$ cat src/rtl/rrc_pkg.sv
`timescale 1ns/1ps
package rrc_pkg;

  typedef enum logic [1:0] {
    STEP_HOLD   = 2'd0,
    STEP_FASTER = 2'd1,
    STEP_SLOWER = 2'd2
  } step_e;

  // Smallest divisor in force: zero would mean "no division", so it becomes 1.
  function automatic int eff_floor(int cap);
    return (cap == 0) ? 1 : cap;
  endfunction

  // Largest divisor in force: never below the floor.
  function automatic int eff_ceil(int cap, int mx);
    int fl;
    fl = eff_floor(cap);
    return (mx < fl) ? fl : mx;
  endfunction

  function automatic int clamp_div(int d, int lo, int hi);
    if (d < lo) return lo;
    if (d > hi) return hi;
    return d;
  endfunction

  // High pressure wins when both conditions hold.
  function automatic step_e pick_step(logic over_hi, logic under_lo);
    if (over_hi)  return STEP_FASTER;
    if (under_lo) return STEP_SLOWER;
    return STEP_HOLD;
  endfunction

endpackage

$ cat src/rtl/rrc_occ_peak.sv
`timescale 1ns/1ps
module rrc_occ_peak #(
  parameter int NFIFO   = 4,
  parameter int OCC_W   = 5,
  parameter int WIN_LEN = 8
) (
  input  logic                   clk,
  input  logic                   rst_n,
  input  logic [NFIFO*OCC_W-1:0] fifo_lvl,
  output logic                   win_last,
  output logic [OCC_W-1:0]       win_peak
);
  localparam int WIN_W = (WIN_LEN > 1) ? $clog2(WIN_LEN) : 1;

  logic [OCC_W-1:0] lane [NFIFO];
  logic [OCC_W-1:0] inst_max;
  logic [OCC_W-1:0] peak_q;
  logic [WIN_W-1:0] win_q;

  for (genvar g = 0; g < NFIFO; g++) begin : g_lane
    assign lane[g] = fifo_lvl[g*OCC_W +: OCC_W];
  end

  always_comb begin
    inst_max = '0;
    for (int i = 0; i < NFIFO; i++) begin
      if (lane[i] > inst_max) inst_max = lane[i];
    end
  end

  assign win_peak = (peak_q > inst_max) ? peak_q : inst_max;
  assign win_last = (win_q == WIN_W'(WIN_LEN - 1));

  always_ff @(posedge clk) begin
    if (!rst_n) begin
      win_q  <= '0;
      peak_q <= '0;
    end else begin
      win_q  <= win_last ? '0 : win_q + WIN_W'(1);
      peak_q <= win_last ? '0 : win_peak;
    end
  end

endmodule

$ cat src/rtl/rrc_div_ctrl.sv
`timescale 1ns/1ps
module rrc_div_ctrl #(
  parameter int OCC_W = 5,
  parameter int DIV_W = 5
) (
  input  logic             clk,
  input  logic             rst_n,
  input  logic             win_last,
  input  logic [OCC_W-1:0] win_peak,
  input  logic [OCC_W-1:0] hi_thresh,
  input  logic [OCC_W-1:0] lo_thresh,
  input  logic [DIV_W-1:0] cap_div,
  input  logic [DIV_W-1:0] max_div,
  output logic [DIV_W-1:0] cur_div,
  output logic             div_chg,
  output logic             win_hi,
  output logic             win_lo
);
  import rrc_pkg::*;

  logic [DIV_W-1:0] floor_d;
  logic [DIV_W-1:0] ceil_d;
  logic [DIV_W-1:0] stepped;
  logic [DIV_W-1:0] nxt;
  logic [DIV_W-1:0] cur_q;
  step_e            step;

  assign floor_d = DIV_W'(eff_floor(int'(cap_div)));
  assign ceil_d  = DIV_W'(eff_ceil(int'(cap_div), int'(max_div)));

  assign win_hi = win_last && (win_peak > hi_thresh);
  assign win_lo = win_last && (win_peak < lo_thresh);
  assign step   = pick_step(win_hi, win_lo);

  always_comb begin
    stepped = cur_q;
    unique case (step)
      STEP_FASTER: if (cur_q > floor_d) stepped = cur_q - DIV_W'(1);
      STEP_SLOWER: if (cur_q < ceil_d)  stepped = cur_q + DIV_W'(1);
      default:     stepped = cur_q;
    endcase
  end

  assign nxt     = DIV_W'(clamp_div(int'(stepped), int'(floor_d), int'(ceil_d)));
  assign div_chg = (nxt != cur_q);
  assign cur_div = cur_q;

  always_ff @(posedge clk) begin
    if (!rst_n) cur_q <= floor_d;
    else        cur_q <= nxt;
  end

endmodule

$ cat src/rtl/rrc_pulse_gen.sv
`timescale 1ns/1ps
module rrc_pulse_gen #(
  parameter int DIV_W = 5
) (
  input  logic             clk,
  input  logic             rst_n,
  input  logic [DIV_W-1:0] cur_div,
  input  logic             reload,
  output logic             ring_en
);
  logic [DIV_W-1:0] phase_q;
  logic [DIV_W-1:0] last_phase;
  logic             wrap;

  assign last_phase = cur_div - DIV_W'(1);
  assign ring_en    = (phase_q == last_phase);
  assign wrap       = (phase_q >= last_phase);

  always_ff @(posedge clk) begin
    if (!rst_n)      phase_q <= '0;
    else if (reload) phase_q <= '0;
    else if (wrap)   phase_q <= '0;
    else             phase_q <= phase_q + DIV_W'(1);
  end

endmodule

$ cat src/rtl/ring_rate_ctrl.sv
`timescale 1ns/1ps
module ring_rate_ctrl #(
  parameter int NFIFO   = 4,
  parameter int OCC_W   = 5,
  parameter int DIV_W   = 5,
  parameter int WIN_LEN = 8
) (
  input  logic                   clk,
  input  logic                   rst_n,
  input  logic [NFIFO*OCC_W-1:0] fifo_lvl,
  input  logic [OCC_W-1:0]       hi_thresh,
  input  logic [OCC_W-1:0]       lo_thresh,
  input  logic [DIV_W-1:0]       cap_div,
  input  logic [DIV_W-1:0]       max_div,
  output logic                   ring_en,
  output logic [DIV_W-1:0]       cur_div
);
  // Internal events, named for the bound checker.
  logic             win_last;
  logic [OCC_W-1:0] win_peak;
  logic             win_hi;
  logic             win_lo;
  logic             div_chg;

  rrc_occ_peak #(
    .NFIFO(NFIFO), .OCC_W(OCC_W), .WIN_LEN(WIN_LEN)
  ) u_peak (
    .clk(clk), .rst_n(rst_n), .fifo_lvl(fifo_lvl),
    .win_last(win_last), .win_peak(win_peak)
  );

  rrc_div_ctrl #(
    .OCC_W(OCC_W), .DIV_W(DIV_W)
  ) u_div (
    .clk(clk), .rst_n(rst_n), .win_last(win_last), .win_peak(win_peak),
    .hi_thresh(hi_thresh), .lo_thresh(lo_thresh),
    .cap_div(cap_div), .max_div(max_div),
    .cur_div(cur_div), .div_chg(div_chg), .win_hi(win_hi), .win_lo(win_lo)
  );

  rrc_pulse_gen #(
    .DIV_W(DIV_W)
  ) u_pulse (
    .clk(clk), .rst_n(rst_n), .cur_div(cur_div), .reload(div_chg),
    .ring_en(ring_en)
  );

endmodule

$ cat config.mk
export PLATFORM = sky130hd
export DESIGN_NAME = ring_rate_ctrl
export DESIGN_NICKNAME = d
export VERILOG_FILES = /design/src/rtl/rrc_pkg.sv /design/src/rtl/rrc_occ_peak.sv /design/src/rtl/rrc_div_ctrl.sv /design/src/rtl/rrc_pulse_gen.sv /design/src/rtl/ring_rate_ctrl.sv
export SDC_FILE = /design/constraint.sdc
export NUM_CORES = 1
export LEC_CHECK = 0
export ABC_AREA = 1
export ABC_CLOCK_PERIOD_IN_PS = 10650
export BUFFER_PORTS_ARGS = -buffer_cell sky130_fd_sc_hd__buf_2
export CAP_MARGIN = 15
export CORE_MARGIN = 2
export CORE_UTILIZATION = 55
export CTS_CLUSTER_DIAMETER = 60
export CTS_CLUSTER_SIZE = 10
export DETAILED_ROUTE_END_ITERATION = 10
export PLACE_DENSITY = 0.77
export SLEW_MARGIN = 10
export SYNTH_ARGS = -nofsm -noshare
export SYNTH_HDL_FRONTEND = slang
export SYNTH_HIERARCHICAL = 1
export SYNTH_SLANG_ARGS = --single-unit
$ cat constraint.sdc
create_clock -name clk -period 10.65 [get_ports clk]
set_input_delay 1.5975 -clock clk [delete_from_list [all_inputs] [get_ports clk]]
set_output_delay 1.5975 -clock clk [all_outputs]
set_load 0.1 [all_outputs]
==> summary.md, run 1 <==
Layout
* final net count: 645
* final antenna diode count: 0
* signed area change from the synthesized netlist to the final layout: 13.1%
* post-route cell area: 3700 µm²
* Final Util: 0.632
* share of layout cells above drive strength 1: 0.253

Timing
* Worst Clk Skew: 2.26 ps
* Hold Fails Final Rpt: 0
* final worst path period need: 9930 ps
* worst slew margin relative to its limit: 0.678
* Tightest Pin Transition: 486 ps
* Tcrit/Tclk final: 0.933
* total of endpoints with negative setup slack in the final report: 0
* number of max-slew violations in the final report: 0
* Hold Worst Slack: 436 ps
* maximum operating frequency: 0.101 GHz

Pwr
* total chip power: 0.688 mW
* Leak: 2.11 nW
* switching power summed over all nets: 0.376 mW
* part of the total power dissipated in sequential elements: 0.143
* proportion of total power due to net switching: 0.547
* Combinational Power Share: 0.777
* peak supply drop: 0.101 mV
* Clk pwr share: 0.081
* Pwr per Cell Area: 186 nW/µm²
* design internal power: 0.311 mW

Critical path
* Worst setup endpoint: u_pulse/phase_q[0]
* endpoint class of the critical path: flip-flop
* start point of the critical path: fifo_lvl[4]
* count of cells along the worst register-to-register path: 42
* maximum fanout encountered on the critical timing path: 9
* slowest stage cell, crit path: sky130_fd_sc_hd__a2111oi_1
* worst path arrival time: 10120 ps
* startpoint types: primary input
* number of buffer and inverter stages on the critical path: 13
* beginning of the worst register-to-register path: u_peak/peak_q[4]
* Top cell by count, worst path: sky130_fd_sc_hd__nand2_1
* largest stage delay on the critical path: 380 ps
* worst reg2reg endpoint: u_pulse/phase_q[0]
* kind of cell adding the most delay to the critical path: simple AND/OR/NAND/NOR gates
* category of the most critical setup path: in -> reg
* total stage count of the critical path: 69
* CP required: 10840 ps
* FF-to-FF setup slack: 5030 ps

Floorplanning
* Horiz. Die Dim: 81.1 µm
* Core Rows: 28
* DIE AREA: 6580 µm²
* effective utilization at floorplan: 0.559
* core area: 5850 µm²
* number of top-level design ports: 48
* die height: 81.1 µm

Logic synthesis
* number of instances in the synthesized netlist: 490
* post-synth net total: 592
* Synth Area per Inst: 6.68 µm²
* warnings from Yosys: 6
* mapped cell area: 3270 µm²

Global route
* antenna violations before repair: 0
* overall fraction of global-route tracks in use: 0.229
* most used routing layer: met2
* GR Overflow Total: 0
* wire length of the first global-routing pass: 12100 µm
* met2 usage in global routing: 0.410
* vias in the first global route: 2861
* global routing met1 resource utilization: 0.296
* largest net degree at the start of global routing: 13
* met3 capacity usage during global routing: 0.0178

Place
* DP HPWL: 6060 µm
* Placer Congestion: 0.945
* number of I/O port buffers: 47
* area of placed instances: 3610 µm²

Worst hold path
* hold-critical path depth: 1
* path class of the lowest-slack min-delay path: reg -> reg

Clocking
* # clock sinks: 18
* clock transition at the registers of the reported paths: 70 ps
* insertion delay to the later sink of the worst-skew pair: 250 ps
* clock buffer depth: 2
* clock buffer count from CTS: 3
* Clock Root Buffer: sky130_fd_sc_hd__clkbuf_8
* clock tree from TritonCTS: done
* number of H-tree levels: 1

Drt
* antenna viol nets, final: 0
* # DRC: 0
* via count: 3174
* routed wire length: 7170 µm
* wire length per cell: 11.6 µm
* Initial DRT Pass Iterations: 7
* number of design-rule violations left by the first detailed-router iteration: 214
* post-DR vias/cell: 5.14

Run
* max-cap viol count: 0

Status
* outcome: complete, no violations

-- layout by cell type, fill, tap and decap left out, types with 5 or more instances in the layout --
master	n
sky130_fd_sc_hd__o21ai_1	5
sky130_fd_sc_hd__nand3_1	41
sky130_fd_sc_hd__nand3_2	23
sky130_fd_sc_hd__nand2_1	103
sky130_fd_sc_hd__buf_2	47
sky130_fd_sc_hd__inv_2	5
sky130_fd_sc_hd__nand4_1	7
sky130_fd_sc_hd__inv_1	86
sky130_fd_sc_hd__nand2_2	27
sky130_fd_sc_hd__nand2_4	7
sky130_fd_sc_hd__a21oi_1	18
sky130_fd_sc_hd__or2_1	7
sky130_fd_sc_hd__and2_1	8
sky130_fd_sc_hd__dfxtp_1	18
sky130_fd_sc_hd__ha_1	60
sky130_fd_sc_hd__nor2_1	35
-- worst min-delay path by stage --
stage                         start         endpoint  slack [ps]
global route        u_peak/win_q[0]  u_peak/win_q[0]         460
CTS                 u_peak/win_q[0]  u_peak/win_q[0]         440
detailed placement  u_peak/win_q[0]  u_peak/win_q[0]         420
global placement    u_peak/win_q[0]  u_peak/win_q[0]         410
floorplan           u_peak/win_q[0]  u_peak/win_q[0]         400
finish              u_peak/win_q[0]  u_peak/win_q[0]         440
-- power by group through the flow --
stage	Clock (mW)	Combinational, mW	Sequential [mW]
after CTS	0.0566	0.528	0.0989
after global placement	0	0.510	0.0997
after global routing	0.0604	0.615	0.101
final	0.0554	0.534	0.0983
after floorplan	0	0.395	0.126
after detailed placement	0	0.525	0.100
-- metal layers --
metal | part of all wire | vias to the layer above
met1 | 0.48 | 1413
met2 | 0.47 | 80
met5 | 0 | -
li1 | - | 1677
met3 | 0.048 | 4
met4 | 0.0082 | 0
-- area by class of cell --
class                           count  area [µm²]
Multi-Input combinational cell    378        2580
Inverter                           92         350
Clock buffer                        4        55.1
Tap cell                           75        93.8
Fill cell                         555        2150
Sequential cell                    18         360
Timing Repair Buffer               50         258
-- sequential cells by signal, summed over array words and instances (netlist names) --
| name | flops |
|---|---|
| u_div/cur_div | 5 |
| u_peak/peak_q | 5 |
| u_pulse/phase_q | 5 |
| u_peak/win_q | 3 |
-- repair_timing --
item / in CTS / in global routing
hold buffers: 0 / 0
endpoints found under the setup margin: 0 / 5
gates resized for setup: 0 / 7
buffers inserted: 0 / 1
hold endpoints to repair: 0 / 0
-- per-stage QoR --
stage          setup slack (ps)  cells  setup TNS (ps)
2_1_floorplan              1230    490               0
3_3_place_gp                483    612               0
3_5_place_dp                283    612               0
4_1_cts                     525    616               0
5_1_grt                   -34.5    617            -126
6_report                    718    617               0
Note: power is estimated with default switching activity, not from simulation.
==> run 2: changes to the inputs <==
--- a/config.mk
+++ b/config.mk
@@ -9,6 +9,7 @@
 export ABC_CLOCK_PERIOD_IN_PS = 10650
 export BUFFER_PORTS_ARGS = -buffer_cell sky130_fd_sc_hd__buf_2
 export CAP_MARGIN = 15
+export CORE_ASPECT_RATIO = 1.5
 export CORE_MARGIN = 2
 export CORE_UTILIZATION = 55
 export CTS_CLUSTER_DIAMETER = 60
==> summary.md, run 2 (same netlist as run 1, synthesis figures left out) <==
Timing
* Hold Worst Slack: 422 ps, -13.7 ps
* Tightest Pin Transition: 486 ps, +0.435 ps
* Worst Clk Skew: 3.08 ps, +0.820 ps
* setup TNS after final layout: 0 ps, unchanged
* worst slew margin relative to its limit: 0.675, -0.00296
* number of max-slew violations in the final report: 0, unchanged
* Hold Fails Final Rpt: 0, unchanged
* final worst path period need: 9850 ps, -83.8 ps
* Worst Setup Slack, final: 802 ps, +83.8 ps
* Tcrit/Tclk final: 0.925, -0.00787
* maximum operating frequency: 0.102 GHz, +0.85%
* total of endpoints with negative setup slack in the final report: 0, unchanged

Clocking
* number of H-tree levels: 1, unchanged
* Clock Root Buffer: sky130_fd_sc_hd__clkbuf_8
* clock tree from TritonCTS: done
* clock transition at the registers of the reported paths: 70 ps, about the same
* clock buffer count from CTS: 3, unchanged
* insertion delay to the later sink of the worst-skew pair: 250 ps, about the same
* clock buffer depth: 2, unchanged
* number of buffers inserted for hold repair after clock tree synthesis: 0, unchanged
* # clock sinks: 18, unchanged

Layout
* most common cell after layout, fill and taps aside: sky130_fd_sc_hd__nand2_1
* final antenna diode count: 0, unchanged
* signed area change from the synthesized netlist to the final layout: 13.3%
* final net count: 643, -0.31%
* leading cell types in the layout, fill and taps excluded: sky130_fd_sc_hd__nand2_1 (103), sky130_fd_sc_hd__inv_1 (86), sky130_fd_sc_hd__ha_1 (60), sky130_fd_sc_hd__buf_2 (47), sky130_fd_sc_hd__nand3_1 (41)
* share of layout cells above drive strength 1: 0.256, +0.00279

Floorplanning
* Horiz. Die Dim: 67.0 µm, -17%
* effective utilization at floorplan: 0.566, +0.00629
* die height: 98.5 µm, +21%
* Core Rows: 34, +21%
* number of top-level design ports: 48, unchanged
* core area: 5790 µm², -1.1%
* DIE AREA: 6590 µm², +0.19%

Pwr
* peak supply drop: 0.147 mV, +46%
* Leak: 2.11 nW, -0.14%
* Pwr per Cell Area: 189 nW/µm², +1.6%

Critical path
* CP required: 10840 ps, about the same
* worst path arrival time: 10040 ps, -80 ps
* startpoint types: primary input
* category of the most critical setup path: in -> reg
* worst reg2reg endpoint: u_pulse/phase_q[1]
* endpoint class of the critical path: flip-flop
* start point of the critical path: fifo_lvl[4]
* Worst setup endpoint: u_pulse/phase_q[1]
* maximum fanout encountered on the critical timing path: 9, unchanged
* FF-to-FF setup slack: 5100 ps, +70 ps
* slowest stage cell, crit path: sky130_fd_sc_hd__ha_1
* Top cell by count, worst path: sky130_fd_sc_hd__nand2_1
* largest stage delay on the critical path: 330 ps, -50 ps
* count of cells along the worst register-to-register path: 41, -2.4%
* beginning of the worst register-to-register path: u_peak/peak_q[4]

Status
* outcome: complete, no violations

Drt
* via count: 3233, +1.9%
* Initial DRT Pass Iterations: 5, -2
* routed wire length: 7810 µm, +8.9%
* wire length per cell: 12.8 µm, +9.8%
* post-DR vias/cell: 5.28, +2.7%
* # DRC: 0, unchanged
* antenna viol nets, final: 0, unchanged
* number of design-rule violations left by the first detailed-router iteration: 139, -35%

Run
* max-cap viol count: 0, unchanged

Place
* number of I/O port buffers: 47, unchanged
* DP HPWL: 6590 µm, +8.6%
* Placer Congestion: 0.918, -2.9%
* worst slack at placement: -34.4 ps, -317 ps

Worst hold path
* path class of the lowest-slack min-delay path: reg -> reg

Global route
* vias in the first global route: 3142, +9.8%
* GR Overflow Total: 0, unchanged
* wire length of the first global-routing pass: 13000 µm, +6.9%
* overall fraction of global-route tracks in use: 0.245, +0.0165
* antenna violations before repair: 0, unchanged
* largest net degree at the start of global routing: 13, unchanged

run 2: cell count changes in the layout (fill, tap and decap cells not counted):
cell | previous run | this run
sky130_fd_sc_hd__a2111oi_1 | 1 | 0
sky130_fd_sc_hd__a21oi_2 | 2 | 3
sky130_fd_sc_hd__a21oi_1 | 18 | 17
sky130_fd_sc_hd__a2111oi_4 | 0 | 1
sky130_fd_sc_hd__nor3_1 | 3 | 2
sky130_fd_sc_hd__buf_4 | 3 | 1
sky130_fd_sc_hd__nor3_2 | 0 | 1
run 2: routing by layer:
metal	vias to the layer above	global-route usage	part of all wire
met5	-	0	0
met4	0	0.0911	0.030
li1	1674	-	-
met3	24	0.0274	0.036
met1	1453	0.251	0.37
met2	82	0.485	0.56
run 2: repair_timing:
item,CTS,global route
resized for setup,0,11
setup buffers,0,0
setup endpoints to repair,0,6
run 2: per-stage QoR:
step                area, µm²  power (mW)  instances   util
floorplan                3270       0.521        490      -
global placement         3600       0.612        608  0.622
detailed placement       3600       0.628        608  0.622
CTS                      3650       0.687        612  0.631
global route             3710       0.781        612  0.641
finish                   3710       0.700        612  0.641
run 2: cell type report:
| class | count | area (µm²) |
|---|---|---|
| Fill cell | 583 | 2080 |
| Inverter | 92 | 350 |
| Tap cell | 72 | 90.1 |
| Sequential cell | 18 | 360 |
| Timing Repair Buffer | 48 | 243 |
| Multi-Input combinational cell | 378 | 2610 |
| Clock buffer | 4 | 55.1 |
run 2: power breakdown:
group	internal, mW	total [mW]	switching [mW]	leakage (nW)
clock network	0.0328	0.0547	0.0219	0.0288
logic	0.199	0.546	0.347	1.93
registers	0.0814	0.0999	0.0185	0.149
run 2: worst min path at each step:
stage                               start         endpoint  depth (start not counted)
after global routing      u_peak/win_q[0]  u_peak/win_q[0]                          1
final                     u_peak/win_q[0]  u_peak/win_q[0]                          1
after floorplan           u_peak/win_q[0]  u_peak/win_q[0]                          1
after detailed placement  u_peak/win_q[0]  u_peak/win_q[0]                          1
after CTS                 u_peak/win_q[0]  u_peak/win_q[0]                          1
after global placement    u_peak/win_q[0]  u_peak/win_q[0]                          1
run 2: critical path, delay by kind of cell:
family / cells / cell delay, ps
AO/OA/AOI/OAI: 6 / 1260
adder cells (fa/ha/maj): 6 / 1730
buffers and inverters: 12 / 940
AND/OR/NAND/NOR: 44 / 4480
